File: src/rtl/rprio_pkg.sv
package rprio_pkg;
   localparam int unsigned RPRIO_LINES   = 8;
   localparam int unsigned RPRIO_IDX_W   = $clog2(RPRIO_LINES);
   localparam int unsigned RPRIO_CASCADE = 2;

   typedef enum logic [0:0] {
      ROT_MUX    = 1'b0,
      ROT_BARREL = 1'b1
   } rot_style_e;
endpackage

File: src/rtl/rprio_rotate.sv
module rprio_rotate
   import rprio_pkg::*;
#(
   parameter int unsigned N     = 8,
   parameter rot_style_e  STYLE = ROT_BARREL,
   localparam int unsigned W    = $clog2(N)
) (
   input  logic [N-1:0] vec_in,
   input  logic [W-1:0] shift,
   output logic [N-1:0] vec_out
);
   // vec_out[p] = vec_in[(p + shift) mod N]
   generate
      if (N != (1 << W)) begin : g_bad_n
         $error("rprio_rotate: N must be a power of two");
      end
      if (STYLE == ROT_MUX) begin : g_mux
         for (genvar p = 0; p < N; p++) begin : g_lvl
            logic [W-1:0] src;
            assign src        = W'(p) + shift;
            assign vec_out[p] = vec_in[src];
         end
      end else begin : g_barrel
         logic [N-1:0] stage [W+1];
         assign stage[0] = vec_in;
         for (genvar s = 0; s < W; s++) begin : g_stage
            localparam int unsigned D = 1 << s;
            logic [N-1:0] rotd;
            for (genvar p = 0; p < N; p++) begin : g_bit
               assign rotd[p] = stage[s][(p + D) % N];
            end
            assign stage[s+1] = shift[s] ? rotd : stage[s];
         end
         assign vec_out = stage[W];
      end
   endgenerate
endmodule

File: src/rtl/rprio_first.sv
module rprio_first #(
   parameter int unsigned N  = 8,
   localparam int unsigned W = $clog2(N)
) (
   input  logic [N-1:0] vec,
   output logic [W:0]   level
);
   // smallest index of a set bit; N when the vector is empty
   always_comb begin
      level = (W+1)'(N);
      for (int i = N - 1; i >= 0; i--) begin
         if (vec[i]) level = (W+1)'(i);
      end
   end

   always_comb begin

      first_none_chk: assert ((vec == '0) == (level == (W+1)'(N)));

      if (level != (W+1)'(N)) begin
         first_hit_chk: assert (vec[level[W-1:0]]);
         first_low_chk: assert ((vec & ((N'(1) << level[W-1:0]) - N'(1))) == '0);
      end
   end
endmodule

File: src/rtl/rprio_ceiling.sv
module rprio_ceiling #(
   parameter int unsigned N       = 8,
   parameter int unsigned CASCADE = 2
) (
   input  logic [N-1:0] isr_vec,
   input  logic [N-1:0] mask_vec,
   input  logic         spec_mask_en,
   input  logic         nest_en,
   input  logic         is_primary,
   output logic [N-1:0] isr_eff
);
   generate
      if (CASCADE >= N) begin : g_bad_casc
         $error("rprio_ceiling: CASCADE out of range");
      end
   endgenerate

   logic [N-1:0] after_mask;
   assign after_mask = spec_mask_en ? (isr_vec & ~mask_vec) : isr_vec;

   always_comb begin
      isr_eff = after_mask;
      if (nest_en && is_primary) isr_eff[CASCADE] = 1'b0;
   end

   always_comb begin

      ceil_subset_chk: assert ((isr_eff & ~isr_vec) == '0);

      if (nest_en && is_primary) begin
         ceil_casc_chk: assert (!isr_eff[CASCADE]);
      end
   end
endmodule

File: src/rtl/rprio_resolver.sv
module rprio_resolver
   import rprio_pkg::*;
#(
   parameter int unsigned N       = RPRIO_LINES,
   parameter int unsigned CASCADE = RPRIO_CASCADE,
   parameter rot_style_e  STYLE   = ROT_BARREL,
   localparam int unsigned W      = $clog2(N)
) (
   input  logic [N-1:0] req_vec,
   input  logic [N-1:0] mask_vec,
   input  logic [N-1:0] isr_vec,
   input  logic [W-1:0] rot_base,
   input  logic         spec_mask_en,
   input  logic         nest_en,
   input  logic         is_primary,
   input  logic [N-1:0] aux_vec,
   output logic         int_valid,
   output logic [W-1:0] int_line,
   output logic [W:0]   aux_level,
   output logic [W-1:0] aux_line
);
   localparam logic [W:0] NONE = (W+1)'(N);

   generate
      if (N < 2) begin : g_bad_small
         $error("rprio_resolver: need at least two lines");
      end
   endgenerate

   logic [N-1:0] cand, cand_rot, isr_eff, isr_rot, aux_rot;
   logic [W:0]   req_level, cur_level;

   assign cand = req_vec & ~mask_vec;

   rprio_ceiling #(.N(N), .CASCADE(CASCADE)) u_ceiling (
      .isr_vec      (isr_vec),
      .mask_vec     (mask_vec),
      .spec_mask_en (spec_mask_en),
      .nest_en      (nest_en),
      .is_primary   (is_primary),
      .isr_eff      (isr_eff)
   );

   rprio_rotate #(.N(N), .STYLE(STYLE)) u_rot_req (
      .vec_in (cand), .shift (rot_base), .vec_out (cand_rot));
   rprio_rotate #(.N(N), .STYLE(STYLE)) u_rot_isr (
      .vec_in (isr_eff), .shift (rot_base), .vec_out (isr_rot));
   rprio_rotate #(.N(N), .STYLE(STYLE)) u_rot_aux (
      .vec_in (aux_vec), .shift (rot_base), .vec_out (aux_rot));

   rprio_first #(.N(N)) u_first_req (.vec (cand_rot), .level (req_level));
   rprio_first #(.N(N)) u_first_isr (.vec (isr_rot),  .level (cur_level));
   rprio_first #(.N(N)) u_first_aux (.vec (aux_rot),  .level (aux_level));

   assign int_valid = (req_level < cur_level);
   assign int_line  = int_valid ? (req_level[W-1:0] + rot_base) : '0;
   assign aux_line  = (aux_level == NONE) ? '0 : (aux_level[W-1:0] + rot_base);

   always_comb begin

      empty_cand_chk: assert ((cand != '0) || !int_valid);

      if (int_valid) begin
         winner_unmasked_chk: assert (req_vec[int_line] && !mask_vec[int_line]);
      end

      if (!int_valid) begin
         idle_line_chk: assert (int_line == '0);
      end

      if (aux_level != NONE) begin
         aux_hit_chk: assert (aux_vec[aux_line]);
      end
   end
endmodule

File: config.mk
export PLATFORM = sky130hd
export DESIGN_NAME = rprio_resolver
export DESIGN_NICKNAME = d
export VERILOG_FILES = /design/src/rtl/rprio_pkg.sv /design/src/rtl/rprio_rotate.sv /design/src/rtl/rprio_first.sv /design/src/rtl/rprio_ceiling.sv /design/src/rtl/rprio_resolver.sv
export SDC_FILE = /design/constraint.sdc
export NUM_CORES = 1
export LEC_CHECK = 0
export BUFFER_PORTS_ARGS = -buffer_cell sky130_fd_sc_hd__clkbuf_2
export CAP_MARGIN = 5
export CORE_ASPECT_RATIO = 1.1
export CORE_MARGIN = 5
export CORE_UTILIZATION = 37
export DETAILED_ROUTE_END_ITERATION = 7
export SLEW_MARGIN = 20
export SYNTH_ARGS = -nofsm -noshare
export SYNTH_HDL_FRONTEND = slang
export SYNTH_HIERARCHICAL = 1
export SYNTH_SLANG_ARGS = --single-unit
File: constraint.sdc
create_clock -name vclk -period 5.7
set_input_delay 0.57 -clock vclk [all_inputs]
set_output_delay 0.57 -clock vclk [all_outputs]
set_load 0.1 [all_outputs]
After elaboration in Yosys (flattened, before gate mapping)
Cells that the tools add are included.
- flip-flop bits (word level): 0
- bits of input ports: 38
- word-level logic and storage cells: 45
- $add $sub $neg: 2
- magnitude comparators: 1
- equal/unequal tests: 1
- mux-type cells: 37
- bitwise gates (word level): 3
- reduce and logical (&&, ||, !) cells: 1
- operators by type and width (kind ; number):
    4-bit two-way mux ; 24
    8-bit two-way mux ; 10
    8-bit bitwise AND ; 2
    8-bit inverter ; 1
    3-bit adder ; 2
    3-bit two-way mux ; 2
    4-bit == test, second input constant ; 1
    4-bit less-than comparator ; 1
    1-bit logical AND ; 1
    1-bit two-way mux ; 1

Longest topological paths before layout
- depth in word-level cells: 17
- depth in mapped cells: 12
- mapped depth without buffers: 12

By module
Netlist, hierarchy kept.
- by module, submodules not included (module ; instances ; cells each ; area an instance (um2)):
    rprio_rotate ; 3 ; 19 ; 326.6
    rprio_resolver ; 1 ; 39 ; 290.3
    rprio_first ; 3 ; 14 ; 86.3
    rprio_ceiling ; 1 ; 9 ; 71.3

Least setup slack after synthesis
Ideal clock, no wire load.
- path type: input-to-output
- from: in rot_base[1]
- to: out aux_line[2]
- arrival: 6.473 ns
- path slack: -1.343 ns
- stages: 9
- buffers on the path: 1
- path through: buf_6 mux4_1 mux2_2 o41ai_2 ha_1 inv_1 fa_1 xnor2_1 o21ai_0
- elaborated cells on any way between the ends: 13
- RTL lines (item ; RTL line ; text):
    start, declared ; rprio_resolver.sv:12 ; input logic [W-1:0] rot_base,
    8-bit two-way mux * (2 in series) ; rprio_rotate.sv:32 ; assign stage[s+1] = shift[s] ? rotd : stage[s];
    named net aux_rot[2] ; rprio_resolver.sv:30 ; logic [N-1:0] cand, cand_rot, isr_eff, isr_rot, aux_rot;
    4-bit two-way mux * (3 in series) ; rprio_first.sv:12 ; if (vec[i]) level = (W+1)'(i);
    named net aux_level[0] ; rprio_resolver.sv:19 ; output logic [W:0] aux_level,
    3-bit adder / 4-bit == test (equally long branches) ; rprio_resolver.sv:57 ; assign aux_line = (aux_level == NONE) ? '0 : (aux_level[W-1:0] + rot_base);
    3-bit two-way mux * ; rprio_resolver.sv:57 ;
    end, declared ; rprio_resolver.sv:20 ; output logic [W-1:0] aux_line
Mark *: on every way through the listed nets, which the timed path passes. The rest lies on a longest branch.

Final worst setup path
- from: in rot_base[2]
- to: out aux_line[2]
- elaborated cells on any way between the ends: 12
- RTL lines (item ; RTL line):
    8-bit two-way mux * ; rprio_rotate.sv:32
    named net aux_rot[4] ; rprio_resolver.sv:30
    4-bit two-way mux * (5 in series) ; rprio_first.sv:12
    3-bit adder / 4-bit == test (equally long branches) ; rprio_resolver.sv:57
    3-bit two-way mux * ; rprio_resolver.sv:57
Marks and branches as above.

==> impl_metrics.py <==
metrics = {
    "pwr": {
        "swShare_pct": 71.1,
        "peakVddDrop_mv": 0.192,
        "power_frac_comb_pct": 100.0,
        "power_frac_clock_pct": 0,
        "p_switching_w": 0.000279,
        "p_seq_share_pct": 0,
        "p_int_w": 0.000113,
        "cellPowerDensity_nw_per_um2": 212,
        "power.leakage_nw": 0.860,
    },
    "setup_path": {
        "cp-start-kind": "input pin",
        "critPathMaxFanout": 26,
        "arrival_ns": 3.95,
        "cp-end-kind": "output port",
        "critical_path_class": "input pin to output port",
        "required_ns": 5.13,
    },
    "synth": {
        "yosysWarnings": 6,
        "syn_area_um2": 1600,
        "synth_top_family_by_area": "multiplexers",
        "synth_common_cells": "mux2_2 (24), mux4_1 (24), nor2b_1 (12), inv_1 (11), nor2_1 (11)",
        "synth_cells": 147,
        "synth_compound_area_share_pct": 15.5,
        "synth_cell_types": 26,
        "synthSimpleGateAreaFrac_pct": 12.7,
        "synthTopCellsByArea": "mux4_1 (39%), mux2_2 (17%), nor2b_1 (4.7%)",
        "synthAdderAreaFrac_pct": 6.41,
        "yosys.area.top_type": "mux4_1",
        "syn_nets": 192,
        "seq_area_frac_synth_pct": 0,
        "syn_avg_cell_area_um2": 10.9,
        "synthMuxAreaShare_pct": 56.3,
        "synth_xor_area_share_pct": 1.64,
        "synth_top_area_share_pct": 39.4,
    },
    "final_layout": {
        "area_delta_synth_final_pct": 15.6,
        "layout.cells.non_filler": 241,
        "n_sequential_cell": 0,
        "drive_above_1_share_pct": 43.9,
        "nNetsFinal": 234,
        "nClkBuffers": 0,
        "nFillCells": 441,
        "antenna_cells": 0,
        "seqCellArea_um2": 0,
    },
    "sta": {
        "max_freq_mhz": 221,
        "slew_headroom_pct": 53.2,
        "rsz0062_at_grt": "false",
        "setup_violations": 0,
        "period_minus_slack_ns": 4.52,
        "finalHoldViolations": 0,
        "slew_violations": 0,
        "fin_crit_sh_pct": 79.3,
        "timing.setup.tns_ns": 0,
        "tightest_slew_ns": 0.702,
    },
    "global_routing": {
        "grt_pass1_vias": 1359,
        "antenna_found_initial": 0,
        "grt_overflow_total": 0,
        "track_usage_pct": 12.0,
        "grt_pass1_wl_um": 5910,
        "grt_max_degree": 27,
    },
    "routing": {
        "met3RoutedLength_um": 195,
        "first_pass_iters": 4,
        "wl_met2_um": 1500,
        "routedWlPerCell_um": 14.1,
        "drt-initial-drc-count": 32,
        "ant_nets": 0,
        "m1WireLength_um": 1700,
        "wl_um": 3390,
        "via_per_inst": 5.61,
        "highest_layer": "met3",
        "vias": 1353,
        "drcViolationCount": 0,
    },
    "clocking": {
        "post_cts_resized": 0,
        "ctsHoldBuffers": 0,
        "post_cts_buffers": 0,
    },
    "floorplan": {
        "pin_count": 49,
        "coreArea_um2": 4250,
        "start_util_pct": 37.6,
        "die_area_um2": 5740,
        "die_y_um": 79.0,
        "dieWidth_um": 72.7,
        "std_cell_rows": 25,
    },
    "placed_design": {
        "port_buffers": 49,
        "dp_cells": 241,
        "hpwl_um": 2870,
        "gp_congestion": 0.764,
    },
    "run": {
        "cap_violations": 0,
    },
    "min_path": {
        "hp-class": "input pin to output port",
    },
    "outcome": {
        "status": "finished clean",
    },
}
logic make-up after synthesis:
logic type,count (synthesis)
AO/OA/AOI/OAI,32
XOR/XNOR,3
adder cells (fa/ha/maj),7
buffers and inverters,20
multiplexers,48
AND/OR/NAND/NOR,37
layer usage:
metal,up-vias,GRT usage [%]
met3,0,0.506
met4,0,0
li1,678,-
met2,43,19.8
met5,-,0
met1,632,18.3
power groups by stage:
stage	combinational, W	sequential (W)	clock (W)
after global placement	0.000392	0	0
after CTS	0.000395	0	0
after floorplan	0.000334	0	0
after global routing	0.000420	0	0
after detailed placement	0.000394	0	0
final	0.000393	0	0
through the flow:
| step | util, % | cell area [um^2] | hold slack (ns) | setup slack [ns] | total power, W |
|---|---|---|---|---|---|
| 6_report | 43.5 | 1850 | 2.14 | 1.18 | 0.000393 |
| 5_1_grt | 43.5 | 1850 | 2.18 | 0.921 | 0.000420 |
| 4_1_cts | 43.5 | 1850 | 2.14 | 1.16 | 0.000395 |
| 3_5_place_dp | 43.5 | 1850 | 2.13 | 1.16 | 0.000394 |
| 3_3_place_gp | 43.5 | 1850 | 2.13 | 1.14 | 0.000392 |
| 2_1_floorplan | - | 1620 | 1.59 | 0.133 | 0.000334 |
cell type report:
| cell class | instances | area (um^2) | share of cell area [%] |
|---|---|---|---|
| multi-input cells | 127 | 1500 | 80.9 |
| repair buffers | 49 | 245 | 13.3 |
| inverters | 11 | 41.3 | 2.23 |
| well taps | 54 | 67.6 | 3.65 |
final timing paths:
| check | from | endpoint | slack (ns) | cells after the start |
|---|---|---|---|---|
| max | rot_base[2] | aux_line[2] | 1.18 | 11 |
| min | aux_vec[0] | aux_level[0] | 2.14 | 5 |
cells in the final DEF (no fill, tap or decap), drive strengths merged, types with 4 or more instances in the layout:
| cell type | netlist | final |
|---|---|---|
| o21ai | 5 | 5 |
| clkbuf | 0 | 49 |
| ha | 5 | 5 |
| nor2b | 12 | 12 |
| a21boi | 12 | 12 |
| inv | 11 | 11 |
| mux2 | 24 | 24 |
| nor2 | 14 | 14 |
| mux4 | 24 | 24 |
| nand2 | 4 | 4 |
| a21oi | 7 | 7 |
critical path, cell delays in order:
cell and delay, ns:
clkbuf_2 0.54, mux4_1 0.67, mux2_2 0.32, o41ai_4 0.37, ha_1 0.20, inv_1 0.05
fa_1 0.38, xnor2_1 0.20, nand3_1 0.10, o21ai_1 0.07, clkbuf_2 0.46
(Power assumes the default switching activity.)
